**config.mk**
```make
export PLATFORM = sky130hd
export DESIGN_NAME = uart_fc
export DESIGN_NICKNAME = d
export VERILOG_FILES = /design/src/rtl/uart_fc_pkg.sv /design/src/rtl/uart_fc_sync.sv /design/src/rtl/uart_fc_fifo.sv /design/src/rtl/uart_fc_tx.sv /design/src/rtl/uart_fc_rx.sv /design/src/rtl/uart_fc.sv
export SDC_FILE = /design/constraint.sdc
export NUM_CORES = 1
export LEC_CHECK = 0
export ABC_AREA = 0
export BUFFER_PORTS_ARGS = -buffer_cell sky130_fd_sc_hd__buf_4
export CORE_MARGIN = 3
export CORE_UTILIZATION = 60
export DETAILED_ROUTE_END_ITERATION = 6
export PLACE_DENSITY = 0.88
export SLEW_MARGIN = 20
export SYNTH_ARGS = -nofsm -noshare
export SYNTH_HDL_FRONTEND = slang
export SYNTH_SLANG_ARGS = --single-unit
```
**constraint.sdc**
```tcl
create_clock -name clk -period 5.8 [get_ports clk]
set_clock_uncertainty 0.15 [all_clocks]
set_input_delay 0.87 -clock clk [delete_from_list [all_inputs] [get_ports clk]]
set_output_delay 0.87 -clock clk [all_outputs]
set_load 0.005 [all_outputs]
```
**src/rtl/uart_fc_pkg.sv**
```systemverilog
package uart_fc_pkg;
   typedef enum logic [1:0] {RX_IDLE, RX_START, RX_DATA, RX_STOP} rx_state_t;
   // control word bit positions
   localparam int CTL_TXE   = 8;
   localparam int CTL_RXE   = 9;
   localparam int CTL_DTR   = 10;
   localparam int CTL_RTS   = 11;
   localparam int CTL_OUT1  = 12;
   localparam int CTL_OUT2  = 13;
   localparam int CTL_RTSFC = 14;
   localparam int CTL_CTSFC = 15;
   localparam logic [7:0] CTL_RESET = 8'h03; // bits 15:8
endpackage

```
**src/rtl/uart_fc_sync.sv**
```systemverilog
module uart_fc_sync #(
   parameter int STAGES = 2
) (
   input  logic clk,
   input  logic rst_n,
   input  logic d,
   output logic q
);
   logic [STAGES-1:0] ff;

   generate
      if (STAGES < 2) begin : g_bad_stages
         $error("uart_fc_sync: STAGES must be at least 2");
      end
      for (genvar i = 0; i < STAGES; i++) begin : g_stage
         if (i == 0) begin : g_first
            always_ff @(posedge clk or negedge rst_n)
               if (!rst_n) ff[0] <= 1'b1;
               else        ff[0] <= d;
         end else begin : g_next
            always_ff @(posedge clk or negedge rst_n)
               if (!rst_n) ff[i] <= 1'b1;
               else        ff[i] <= ff[i-1];
         end
      end
   endgenerate

   assign q = ff[STAGES-1];
endmodule

```
**src/rtl/uart_fc_fifo.sv**
```systemverilog
module uart_fc_fifo #(
   parameter int W     = 8,
   parameter int DEPTH = 16,
   localparam int AW   = $clog2(DEPTH),
   localparam int CW   = $clog2(DEPTH + 1)
) (
   input  logic          clk,
   input  logic          rst_n,
   input  logic          push,
   input  logic [W-1:0]  wdata,
   input  logic          pop,
   output logic [W-1:0]  rdata,
   output logic          full,
   output logic          empty,
   output logic [CW-1:0] count
);
   logic [W-1:0]  mem [DEPTH];
   logic [AW-1:0] wp, rp;
   logic          do_push, do_pop;

   generate
      if ((DEPTH < 2) || ((DEPTH & (DEPTH - 1)) != 0)) begin : g_bad_depth
         $error("uart_fc_fifo: DEPTH must be a power of two of at least 2");
      end
   endgenerate

   assign full    = (count == CW'(DEPTH));
   assign empty   = (count == '0);
   assign do_push = push && !full;
   assign do_pop  = pop && !empty;
   assign rdata   = mem[rp];

   always_ff @(posedge clk) if (do_push) mem[wp] <= wdata;

   always_ff @(posedge clk or negedge rst_n) begin
      if (!rst_n) begin
         wp <= '0; rp <= '0; count <= '0;
      end else begin
         if (do_push) wp <= wp + 1'b1;
         if (do_pop)  rp <= rp + 1'b1;
         if (do_push && !do_pop)      count <= count + 1'b1;
         else if (do_pop && !do_push) count <= count - 1'b1;
      end
   end

   // a lone accepted push raises the occupancy by exactly one
   p_count_up_r11: assert property (@(posedge clk) disable iff (!rst_n)
      (push && !full && !pop) |=> count == $past(count) + CW'(1));
endmodule

```
**src/rtl/uart_fc_tx.sv**
```systemverilog
module uart_fc_tx #(
   parameter int CLKS_PER_BIT = 64,
   localparam int CYW = $clog2(CLKS_PER_BIT)
) (
   input  logic       clk,
   input  logic       rst_n,
   input  logic       go_ok,
   input  logic       avail,
   input  logic [7:0] data,
   output logic       pop,
   output logic       txd,
   output logic       busy
);
   logic [9:0]     sh;
   logic [3:0]     bitn;
   logic [CYW-1:0] cyc;

   assign pop = !busy && avail && go_ok;
   assign txd = busy ? sh[0] : 1'b1;

   always_ff @(posedge clk or negedge rst_n) begin
      if (!rst_n) begin
         busy <= 1'b0; sh <= '1; bitn <= '0; cyc <= '0;
      end else if (pop) begin
         busy <= 1'b1;
         sh   <= {1'b1, data, 1'b0};
         bitn <= '0;
         cyc  <= '0;
      end else if (busy) begin
         if (cyc == CYW'(CLKS_PER_BIT - 1)) begin
            cyc <= '0;
            sh  <= {1'b1, sh[9:1]};
            if (bitn == 4'd9) busy <= 1'b0;
            else              bitn <= bitn + 1'b1;
         end else begin
            cyc <= cyc + 1'b1;
         end
      end
   end

   // every frame opens with a low start bit
   p_start_low_r4: assert property (@(posedge clk) disable iff (!rst_n)
      $rose(busy) |-> txd == 1'b0);
   // the tenth bit of a frame is a high stop bit
   p_stop_high_r4: assert property (@(posedge clk) disable iff (!rst_n)
      (busy && bitn == 4'd9) |-> txd == 1'b1);
   // a frame is never abandoned before its last bit
   p_no_abort_r8: assert property (@(posedge clk) disable iff (!rst_n)
      (busy && bitn != 4'd9) |=> busy);
endmodule

```
**src/rtl/uart_fc_rx.sv**
```systemverilog
module uart_fc_rx
   import uart_fc_pkg::*;
#(
   parameter int OVS = 16,
   localparam int OW = $clog2(OVS)
) (
   input  logic       clk,
   input  logic       rst_n,
   input  logic       tick,
   input  logic       en,
   input  logic       rxd,
   output logic [7:0] dout,
   output logic       dstb
);
   rx_state_t     st;
   logic [OW-1:0] ocnt;
   logic [2:0]    bitn;

   always_ff @(posedge clk or negedge rst_n) begin
      if (!rst_n) begin
         st <= RX_IDLE; ocnt <= '0; bitn <= '0; dout <= '0; dstb <= 1'b0;
      end else begin
         dstb <= 1'b0;
         case (st)
            RX_IDLE: begin
               ocnt <= '0;
               if (tick && en && !rxd) st <= RX_START;
            end
            RX_START: if (tick) begin
               if (ocnt == OW'(OVS/2 - 1)) begin
                  ocnt <= '0;
                  bitn <= '0;
                  st   <= rxd ? RX_IDLE : RX_DATA;
               end else ocnt <= ocnt + 1'b1;
            end
            RX_DATA: if (tick) begin
               if (ocnt == OW'(OVS - 1)) begin
                  ocnt <= '0;
                  dout <= {rxd, dout[7:1]};
                  if (bitn == 3'd7) st <= RX_STOP;
                  else              bitn <= bitn + 1'b1;
               end else ocnt <= ocnt + 1'b1;
            end
            default: if (tick) begin
               if (ocnt == OW'(OVS - 1)) begin
                  st   <= RX_IDLE;
                  dstb <= rxd;
               end else ocnt <= ocnt + 1'b1;
            end
         endcase
      end
   end

   // a disabled receiver never leaves idle
   p_en_idle_r9: assert property (@(posedge clk) disable iff (!rst_n)
      (st == RX_IDLE && !en) |=> st == RX_IDLE);
   // one strobe per character
   p_one_stb_r5: assert property (@(posedge clk) disable iff (!rst_n)
      dstb |=> !dstb);
endmodule

```
**src/rtl/uart_fc.sv**
```systemverilog
module uart_fc
   import uart_fc_pkg::*;
#(
   parameter int CLKS_PER_BIT = 64,
   parameter int OVS          = 16,
   parameter int FIFO_DEPTH   = 16,
   parameter int SYNC_STAGES  = 2
) (
   input  logic        clk,
   input  logic        rst_n,
   input  logic        reg_wr,
   input  logic [31:0] reg_wdata,
   output logic [31:0] reg_rdata,
   input  logic [7:0]  tx_data,
   input  logic        tx_valid,
   output logic        tx_ready,
   output logic [7:0]  rx_data,
   output logic        rx_valid,
   input  logic        rx_ready,
   output logic        txd,
   input  logic        rxd,
   input  logic        cts_n,
   output logic        rts_n,
   output logic        dtr_n,
   output logic        out1_n,
   output logic        out2_n,
   output logic        rx_overrun
);
   localparam int TICK_DIV = CLKS_PER_BIT / OVS;
   localparam int TW       = (TICK_DIV > 1) ? $clog2(TICK_DIV) : 1;
   localparam int CW       = $clog2(FIFO_DEPTH + 1);

   generate
      if ((CLKS_PER_BIT % OVS) != 0 || TICK_DIV < 1) begin : g_bad_div
         $error("uart_fc: CLKS_PER_BIT must be a nonzero multiple of OVS");
      end
      if (OVS < 4) begin : g_bad_ovs
         $error("uart_fc: OVS must be at least 4");
      end
   endgenerate

   logic [15:8] ctl;
   always_ff @(posedge clk or negedge rst_n)
      if (!rst_n)      ctl <= CTL_RESET;
      else if (reg_wr) ctl <= reg_wdata[15:8];
   assign reg_rdata = {16'h0, ctl, 8'h0};

   logic cts_s, rxd_s;
   uart_fc_sync #(.STAGES(SYNC_STAGES)) u_cts_sync (.clk, .rst_n, .d(cts_n), .q(cts_s));
   uart_fc_sync #(.STAGES(SYNC_STAGES)) u_rxd_sync (.clk, .rst_n, .d(rxd),   .q(rxd_s));

   // oversampling tick
   logic          tick;
   logic [TW-1:0] tcnt;
   assign tick = (tcnt == TW'(TICK_DIV - 1));
   always_ff @(posedge clk or negedge rst_n)
      if (!rst_n)    tcnt <= '0;
      else if (tick) tcnt <= '0;
      else           tcnt <= tcnt + 1'b1;

   // transmit path
   logic [7:0]    txq_data;
   logic          txq_full, txq_empty, txq_pop, tx_busy, tx_go;
   logic [CW-1:0] txq_cnt;
   assign tx_ready = !txq_full;
   assign tx_go    = ctl[CTL_TXE] && (!ctl[CTL_CTSFC] || !cts_s);

   uart_fc_fifo #(.W(8), .DEPTH(FIFO_DEPTH)) u_txq (
      .clk, .rst_n, .push(tx_valid), .wdata(tx_data), .pop(txq_pop),
      .rdata(txq_data), .full(txq_full), .empty(txq_empty), .count(txq_cnt));

   uart_fc_tx #(.CLKS_PER_BIT(CLKS_PER_BIT)) u_tx (
      .clk, .rst_n, .go_ok(tx_go), .avail(!txq_empty), .data(txq_data),
      .pop(txq_pop), .txd, .busy(tx_busy));

   // receive path
   logic [7:0]    rx_byte;
   logic          rx_stb, rxq_full, rxq_empty;
   logic [CW-1:0] rxq_cnt;
   assign rx_valid = !rxq_empty;

   uart_fc_rx #(.OVS(OVS)) u_rx (
      .clk, .rst_n, .tick, .en(ctl[CTL_RXE]), .rxd(rxd_s),
      .dout(rx_byte), .dstb(rx_stb));

   uart_fc_fifo #(.W(8), .DEPTH(FIFO_DEPTH)) u_rxq (
      .clk, .rst_n, .push(rx_stb), .wdata(rx_byte), .pop(rx_ready),
      .rdata(rx_data), .full(rxq_full), .empty(rxq_empty), .count(rxq_cnt));

   always_ff @(posedge clk or negedge rst_n)
      if (!rst_n)                   rx_overrun <= 1'b0;
      else if (rx_stb && rxq_full)  rx_overrun <= 1'b1;

   // modem outputs
   assign rts_n  = ctl[CTL_RTSFC] ? (rxq_cnt >= CW'(FIFO_DEPTH - 1)) : !ctl[CTL_RTS];
   assign dtr_n  = !ctl[CTL_DTR];
   assign out1_n = !ctl[CTL_OUT1];
   assign out2_n = !ctl[CTL_OUT2];

   // the overrun flag never clears
   p_overrun_sticky_r10: assert property (@(posedge clk) disable iff (!rst_n)
      rx_overrun |=> rx_overrun);
   // an asserted RTS leaves room for the one character that may follow
   p_rts_room_r7: assert property (@(posedge clk) disable iff (!rst_n)
      (ctl[CTL_RTSFC] && !rts_n) |=> rxq_cnt <= CW'(FIFO_DEPTH - 1));
endmodule

```
; Yosys cells after proc, flatten, opt, wreduce, memory -nomap -nowiden
; Memory sizes are Yosys's and may differ from the RTL's.
; Cells that the tools add are included.
[word_totals]
n_memories = 2
output_inout_bits = 48
ff_bits = 80
in_bits = 47
word_cells = 156
ramBits = 256
[classes]
n_addsub = 13
mux = 51
reduce_logical = 48
eq_ne = 19
n_lt_le_gt_ge = 1
[memory_table]
columns = name, words, word_bits, read_ports, rd_ports_with_merged_regs, write_ports, line_no
row1 = u_rxq.mem, 16, 8, 1, 0, 1, uart_fc_fifo.sv:17  ; logic [W-1:0] mem [DEPTH];
row2 = u_txq.mem, 16, 8, 1, 0, 1, uart_fc_fifo.sv:17
[ops]
columns = operator, count
row1 = 4-bit two-way mux, 10
row2 = 10-bit two-way mux, 3
row3 = 4-bit by 1-bit adder with 4-bit output (second input constant), 6
row4 = 2-bit two-way mux, 10
row5 = 5-bit two-way mux, 4
row6 = 6-bit two-way mux, 3
row7 = 1-bit zero test, 16
row8 = 3-bit two-way mux, 5
row9 = 1-bit logical AND, 14
row10 = 1-bit two-way mux, 13
row11 = 2-bit by 1-bit inequality test with 1-bit output (second input constant), 6
row12 = 4-bit one-hot mux with 3 select lines, 1
row13 = 2-bit nonzero test, 6
row14 = 5-bit by 1-bit adder with 5-bit output (second input constant), 2
row15 = 5-bit == test (second input constant), 2
row16 = 5-bit zero test, 2
row17 = 5-bit by 1-bit subtractor with 5-bit output (second input constant), 2
row18 = 4-bit == test (second input constant), 2
row19 = 8-bit AND reduction, 1
row20 = 6-bit by 1-bit adder with 6-bit output (second input constant), 1
row21 = 6-bit == test (second input constant), 1
row22 = 2-bit one-hot mux with 3 select lines, 1
row23 = 3-bit one-hot mux with 2 select lines, 1
row24 = 3-bit AND reduction, 2
row25 = 16 further kinds, 18

; Longest topological paths before layout
; Gate-level depths: netlist of run 1.
[logic_depth]
word_depth = 8
depth_mapped = 12
ltp_nobuf = 10

; Modules after synthesis
; A second synthesis of run 1 with hierarchy kept.
[hier_totals]
hier_cells = 901
area_unflattened_um2 = 14273.7
[modules_own_cells]
columns = mod, seq_area_each_um2, n_inst, cells_each, area_per_inst_um2
row1 = uart_fc_fifo, 4169.0, 2, 322, 5774.3
row2 = uart_fc_tx, 511.7, 1, 119, 1084.8
row3 = uart_fc_rx, 450.4, 1, 74, 892.1
row4 = uart_fc, 277.8, 1, 60, 643.1
row5 = uart_fc_sync, 52.6, 2, 2, 52.6

; Worst setup path before layout of run 1
; No wires, ideal clock.
[synth_timing]
path_type = register to register
startpoint = register u_txq.count[0]
endpoint = register u_txq.count[4]
slack_ps = 2860
period_less_slack_ps = 2940
path_buffers = 1
path_stages_with_launch = 12
t_required_ps = 5570
setup_time_ps = 80
t_arrival_ps = 2710
cell_sequence = dfrtp_1 nor4_1 a221oi_2 inv_2 buf_4 ha_1 inv_1 fa_1 a21o_1 a21oi_1 mux2i_1 xnor2_1
[synth_via]
elab_chain_len = 8
word_cells_on_any_way = 17
cone_classes = 2 x add/sub / 1 x eq/ne / 2 x mux / 12 x reduce/logical
[synth_lines]
columns = item, line_no
row1 = from (decl), uart_fc_fifo.sv:15  ; output logic [CW-1:0] count
row2 = from (signal assigned), uart_fc_fifo.sv:41  ; if (do_push && !do_pop) count <= count + 1'b1;
row3 = from (signal assigned), uart_fc_fifo.sv:42  ; else if (do_pop && !do_push) count <= count - 1'b1;
row4 = "parallel branches: the longest is 8 deep, another holds 5-bit by 1-bit subtractor with 5-bit output", n/a
; Several ways; the timed one is not identified. The select of a mux whose other input is x is not followed.
; A chain may end at the register's enable or synchronous reset.

; Worst setup path in the final report of run 1
[layout_timing]
startpoint = register u_rxq.rp[0]
endpoint = output rx_data[4]
[layout_via]
elab_chain_len = 1
[layout_lines]
columns = item, line_no
row1 = from (decl), uart_fc_fifo.sv:18  ; logic [AW-1:0] wp, rp;
row2 = from (signal assigned), uart_fc_fifo.sv:40  ; if (do_pop) rp <= rp + 1'b1;
row3 = memory read 16 x 8 bit, n/a
row4 = to (decl), uart_fc.sv:17  ; output logic [7:0] rx_data,
; No other way between the ends.

==> results of run 1 <==
[layer usage]
| metal | vias up | global-route usage [%] |
|---|---|---|
| met5 | - | 0 |
| met4 | 0 | 5.09 |
| met3 | 56 | 3.59 |
| met2 | 252 | 36.6 |
| met1 | 3696 | 27.5 |
| li1 | 3287 | - |
[cell usage after synthesis, drive strengths merged, types with 16 or more instances]
master / n / area share (%)
edfxtp: 256 / 55
mux2i: 83 / 5.9
dfrtp: 64 / 11
buf: 51 / 2.4
mux4: 40 / 7.2
nor2: 40 / 1.1
nand2: 33 / 0.88
a22oi: 32 / 1.7
ha: 25 / 2.2
xnor2: 21 / 1.3
mux2: 19 / 1.5
nor3: 16 / 0.61
[power by group through the flow]
stage                     Clock, W  Sequential, W  Combinational [W]
after floorplan                  0        0.00299            0.00112
after global placement           0        0.00323            0.00116
after detailed placement         0        0.00325            0.00121
after CTS                  0.00197        0.00320            0.00122
after global routing       0.00207        0.00325            0.00133
final                      0.00194        0.00321            0.00122
[sequential cells by signal, summed over array words and instances (netlist names), 5 cells and up]
register / cells
u_tx.cyc: 6
ctl: 8
u_rx.dout: 8
u_rxq.mem: 128
u_tx.sh: 9
u_txq.count: 5
u_txq.mem: 128
u_rxq.count: 5
[cells in the final DEF, fill, tap and decap left out, types with 14 or more instances in the layout]
| master | instances |
|---|---|
| edfxtp_1 | 256 |
| mux2i_1 | 83 |
| dfrtp_1 | 63 |
| buf_4 | 53 |
| nor2_1 | 39 |
| nand2_1 | 33 |
| a22oi_1 | 32 |
| clkbuf_16 | 32 |
| mux4_1 | 30 |
| ha_1 | 25 |
| conb_1 | 24 |
| xnor2_1 | 21 |
| mux2_2 | 19 |
| dfstp_2 | 15 |
| nand4_1 | 14 |
| o21ai_0 | 14 |
[cells by family (layout without fill, tap and decap cells)]
logic type | Yosys count | in the layout
adder cells (fa/ha/maj) | 27 | 27
AND/OR/NAND/NOR | 144 | 144
XOR/XNOR | 25 | 25
flip-flops | 335 | 335
buffers and inverters | 80 | 126
AO/OA/AOI/OAI | 81 | 81
other | 1 | 24
multiplexers | 142 | 142
[critical path: stages (launching register included)]
cell     delay (ps)
dfrtp_1         980
buf_4           450
mux4_1          670
mux4_2          490
buf_4           150
[layout make-up]
cell class              instances  share of cell area (%)
flip-flops and latches        335                    62.2
multi-input cells             443                    25.9
clock buffers                  47                    6.02
repair buffers                 54                    2.62
well taps                     313                    2.52
clock inverters                11                   0.386
inverters                      14                   0.337
[timing repair]
action | 4_1_cts | 5_1_grt
resized for setup | 0 | 0
hold buffers | 1 | 0
endpoints found under the hold margin | 9 | 0
[metrics by stage]
step / cell area, um^2 / std cells / utilization, % / setup slack (ps) / power [W]
2_1_floorplan: 14100 / 858 / - / 2860 / 0.00411
3_3_place_gp: 14500 / 1158 / 63.7 / 2100 / 0.00439
3_5_place_dp: 14500 / 1158 / 63.7 / 2060 / 0.00446
4_1_cts: 15600 / 1217 / 68.1 / 1460 / 0.00639
5_1_grt: 15600 / 1217 / 68.2 / 1400 / 0.00665
6_report: 15600 / 1217 / 68.2 / 1510 / 0.00637
[path summary, 6_finish.rpt]
kind	slack, ps	start	end
setup / recovery	1510	u_rxq.rp[0]	rx_data[4]
hold reg to reg	210	u_rxd_sync.ff[0]	u_rxd_sync.q
min in group asynchronous	560	rst_n	u_rxq.wp[2]
hold / removal	210	u_rxd_sync.ff[0]	u_rxd_sync.q
max in group asynchronous	3820	rst_n	u_txq.rp[2]
setup reg to reg	2420	u_txq.count[1]	u_txq.count[4]
==> run summary, run 1 <==
status -> complete, no violations
clock group share of total power -> 30.5%
register area -> 9690 um^2
top sig layer -> met4
vias per cell -> 5.99
Setup Fix Bufs, Post-CTS -> 0
gr ovfl total -> 0
Seq pwr share -> 50.4%
Comb power frac -> 19.1%
largest family of logic cells by synthesized area -> multiplexers
Initial DRC Count -> 715
HP Class -> register to register
Worst slew margin -> 23.6%
syn_area_per_cell -> 16.8 um^2
Max FO, Critical Path -> 18
largest net degree at the start of global routing -> 71
total core area -> 22800 um^2
IO Pins -> 95
adder-cell share of the synthesized area -> 2.51%
Multi-input gate area -> 4040 um^2
Synth cell types -> 53
Critical Path Sink Type -> output port
vias in the first global route -> 7461
Initial Utilization -> 61.5%
ant diodes -> 0
clk sink count -> 335
H-Tree Depth -> 1
vias -> 7291
fraction of the mapped netlist area in compound gates -> 4.03%
async set or reset register ratio after synthesis -> 23.6%
root buf cell -> clkbuf_16
number of synthesized flops with an enable pin -> 256
met2 WL post-DR -> 13500 um
multiplexer area fraction after synthesis -> 14.6%
initial antenna violation count -> 0
Syn. warnings -> 0
GP Congestion -> 0.830
I/O Buffers -> 46
power density cells -> 409 nW/um^2
FF-to-FF path depth -> 11
total CTS buffers -> 31
final wirelength -> 26300 um
xor/xnor cell area share of the yosys netlist -> 1.56%
worst skew pair latency -> 550 ps
drt first pass iters -> 7
DRC -> 0
Reg clk slew, reported paths -> 60 ps
Int Pwr -> 0.00456 W
Period minus WS final -> 4290 ps
hold path cells -> 0
share of layout cells above drive strength 1 -> 18.1%
Syn Inst Count -> 835
P_sw -> 0.00181 W
maximum vdd drop -> 297 uV
Max Cap Violations -> 0
Post-Synth Simple-Gate Area -> 5.11%
Synth Register Bits -> 335
Routed Antenna Nets -> 0
RSZ-0062 raised after global routing -> no
CTS tree -> yes
first-pass GRT wire length -> 41900 um
filler cell count in the final layout -> 1430
Die Wd -> 159 um
data arrival time of the worst path -> 3270 ps
met3 wire length -> 1550 um
ys flop type -> edfxtp_1
Min Hold Slack -> 208 ps
Setup TNS Final -> 0 ps
die area -> 25300 um^2
post-synthesis sequential area ratio -> 68.9%
Post-Syn Area -> 14100 um^2
nets@finish -> 953
Tcrit/Tclk final -> 74.0%
worst path required time -> 4780 ps
actual slew at the worst max-slew pin -> 1150 ps
WL per Instance -> 21.6 um
Setup CP Type -> register to output port
GRT Util Overall -> 20.8%
Pleak -> 5.79 nW
final setup vio count -> 0
Max Fclk -> 0.233 GHz
Layout area overhead -> 10.8%
Post-DP HPWL -> 16400 um
Die Y -> 159 um
Clock Path Buffers -> 3
met1 wire length -> 10500 um
crit start category -> register
num rows -> 55
Final Hold Viols -> 0
Pins Over Slew Limit -> 0
Sw Ratio -> 28.4%
Power figures use the tool's default switching activity.
==> inputs of run 2 (changes only) <==
- ABC_AREA: 0 -> 1
- clock period: 5.8 -> 4 ns (I/O delays scaled with it)
==> run 2 against run 1 <==
Compared with the run above:
- critical path depth grew 1
- critical endpoint unchanged
- sequential cell count is the same
- largest cell class unchanged
- setup slack lost 840 ps
- final cell count grew 42%
- register-to-register slack lost 1300 ps
- clock power grew 64%
- first-iteration DRC count grew 75%
- hold slack lost 160 ps
- highest routed layer unchanged
- via count grew 35%
- design area grew 3.8%
- sequential share of layout area shrank 2.3 points
==> run summary, run 2 <==
Setup Fix Bufs, Post-CTS -> 0 (unchanged)
vias -> 9849 (was 7291)
number of synthesized flops with an enable pin -> 256 (unchanged)
Area contributors post-synth -> edfxtp_1, dfrtp_1, nand2_1, nor2_1, o21ai_0 (was edfxtp_1, dfrtp_1, mux2i_1, mux4_1, dfstp_2)
Pins Over Slew Limit -> 0 (unchanged)
biggest registers after layout -> u_rxq.mem x128, u_txq.mem x128, u_tx.sh x9 (unchanged)
WL per Instance -> 17.9 um (was 21.6 um)
num rows -> 56 (was 55)
Die Wd -> 162 um (was 159 um)
Pleak -> 6.56 nW (was 5.79 nW)
final wirelength -> 30900 um (was 26300 um)
Initial Utilization -> 61.8% (was 61.5%)
Worst slew margin -> 29.2% (was 23.6%)
Synth Register Bits -> 335 (unchanged)
Worst Setup SP -> u_rxq.rp[1] (was u_rxq.rp[0])
syn_area_per_cell -> 10.8 um^2 (was 16.8 um^2)
most frequent cells in the layout -> nand2_1, edfxtp_1, nor2_1, o21ai_0, inv_1 (was edfxtp_1, mux2i_1, dfrtp_1, buf_4, nor2_1)
M3 GR Usage -> 3.57% (was 3.59%)
clk sink count -> 335 (unchanged)
GP Congestion -> 0.830 (about the same)
busiest grt layer -> met2 (unchanged)
final setup vio count -> 0 (unchanged)
H-Tree Depth -> 2 (was 1)
GRT Util Overall -> 23.7% (was 20.8%)
Hold Crit Start -> rxd (was u_rxd_sync.ff[0])
Post-DP HPWL -> 18300 um (was 16400 um)
nets@finish -> 1458 (was 953)
Layout area overhead -> 10.5% (was 10.8%)
gr ovfl total -> 0 (unchanged)
DRC -> 0 (unchanged)
Period minus WS final -> 3340 ps
RSZ-0062 raised after global routing -> no (unchanged)
async set or reset register ratio after synthesis -> 23.6% (unchanged)
ys flop type -> edfxtp_1 (unchanged)
Max Fclk -> 0.300 GHz
met2 usage -> 41.0% (was 36.6%)
ant diodes -> 0 (unchanged)
worst skew pair latency -> 520 ps (was 550 ps)
actual slew at the worst max-slew pin -> 1050 ps (was 1150 ps)
largest net degree at the start of global routing -> 80 (was 71)
Final Hold Viols -> 0 (unchanged)
worst path required time -> 3250 ps (was 4780 ps)
Post-Syn Area -> 14600 um^2 (was 14100 um^2)
power density cells -> 666 nW/um^2 (was 409 nW/um^2)
Syn Inst Count -> 1351 (was 835)
Synth cell types -> 44 (was 53)
Max Cap Violations -> 0 (unchanged)
met1 global-route usage -> 31.1% (was 27.5%)
worst r2r src -> u_rxq.count[0] (was u_txq.count[1])
vias in the first global route -> 9947 (was 7461)
count leader, synth -> nand2_1 (was edfxtp_1)
initial antenna violation count -> 0 (unchanged)
Setup CP Type -> register to output port (unchanged)
data arrival time of the worst path -> 2590 ps (was 3270 ps)
crit start category -> register (unchanged)
first-pass GRT wire length -> 49600 um (was 41900 um)
Yosys top cell by area -> edfxtp_1 (unchanged)
maximum vdd drop -> 521 uV (was 297 uV)
CTS tree -> yes (unchanged)
hold buffers post-CTS -> 0 (was 1)
DP Area -> 15000 um^2 (was 14500 um^2)
Die Y -> 162 um (was 159 um)
status -> complete, no violations (unchanged)
top cells by count, synth -> nand2_1, edfxtp_1, nor2_1 (was edfxtp_1, mux2i_1, dfrtp_1)
drt first pass iters -> 6 (was 7)
I/O Buffers -> 46 (unchanged)
Initial DRC Count -> 1252 (was 715)
Routed Antenna Nets -> 0 (unchanged)
die area -> 26300 um^2 (was 25300 um^2)
post-synthesis sequential area ratio -> 66.2% (was 68.9%)
vias per cell -> 5.70 (was 5.99)
share of layout cells above drive strength 1 -> 10.4% (was 18.1%)
Critical Path Sink Type -> output port (unchanged)
root buf cell -> clkbuf_16 (unchanged)
Reg clk slew, reported paths -> 60 ps (about the same)
Resize count post-CTS -> 0 (unchanged)
final instance area -> 16200 um^2 (was 15600 um^2)
Syn. warnings -> 0 (unchanged)
Util after Layout -> 68.2% (about the same)
Tcrit/Tclk final -> 83.4%
commonest non-fill, non-tap cell in the layout -> nand2_1 (was edfxtp_1)
area share of the largest cell type after synthesis -> 52.6% (was 54.7%)
Setup TNS Final -> 0 ps (unchanged)
total core area -> 23700 um^2 (was 22800 um^2)
Clock Path Buffers -> 3 (unchanged)
filler cell count in the final layout -> 1574 (was 1430)
IO Pins -> 95 (unchanged)
Max FO, Critical Path -> 63 (was 18)
total CTS buffers -> 34 (was 31)
HP Class -> input port to register (was register to register)
[run 2: path summary, 6_finish.rpt]
path | endpoint | slack (ps) | cells past startpoint
max in group asynchronous | u_txq.rp[0] | 2900 | 1
hold reg to reg | u_cts_sync.q | 200 | 0
min in group asynchronous | u_rxq.rp[3] | 110 | 1
setup / recovery | rx_data[4] | 660 | 5
hold / removal | u_rxd_sync.ff[0] | 50 | 1
setup reg to reg | u_rxq.count[4] | 1100 | 12
[run 2: metrics by stage]
stage | cells | hold slack, ps | setup WS [ps] | power, W
6_report | 1729 | 51.2 | 662 | 0.0108
5_1_grt | 1729 | 42.6 | 553 | 0.0113
4_1_cts | 1729 | 42.7 | 692 | 0.0107
3_5_place_dp | 1667 | 197 | 1130 | 0.00754
3_3_place_gp | 1667 | 197 | 1230 | 0.00735
2_1_floorplan | 1374 | 154 | 1450 | 0.00666
[run 2: final cells by class]
type / instances / area (um^2) / area share, %
clock buffers: 45 / 922 / 5.71
multi-input cells: 837 / 4090 / 25.3
repair buffers: 53 / 398 / 2.46
flip-flops and latches: 335 / 9690 / 59.9
clock inverters: 17 / 200 / 1.24
well taps: 319 / 399 / 2.47
inverters: 123 / 465 / 2.88
[run 2: cells by family (layout without fill, tap and decap cells)]
group | Yosys count | count (layout) | share of synthesized area (%)
XOR/XNOR | 19 | 19 | 1.14
AND/OR/NAND/NOR | 581 | 581 | 16.3
AO/OA/AOI/OAI | 177 | 177 | 6.81
buffers and inverters | 202 | 238 | 6.41
adder cells (fa/ha/maj) | 27 | 27 | 2.41
flip-flops | 335 | 335 | 66.2
other | 1 | 24 | 0.0256
multiplexers | 9 | 9 | 0.693
[run 2: critical path: stages, from the launching register on]
cell and delay (ps):
dfrtp_2 1050, o21ai_0 210, o21ai_0 400, o211ai_1 190, nand2_1 110, buf_4 110
[run 2: metal layers]
metal  up-vias  wire length [um]
met5         -                 0
met4         0               860
met1      4691             12000
li1       4583                 -
met2       498             15400
met3        77              2610
[run 2: power by group]
group          internal [W]  total (W)  switching (W)  leakage (nW)
Sequential          0.00413    0.00448       0.000355          3.35
Combinational       0.00104    0.00310        0.00206          2.67
Clock               0.00189    0.00318        0.00129         0.542
Total               0.00706     0.0108        0.00370          6.56
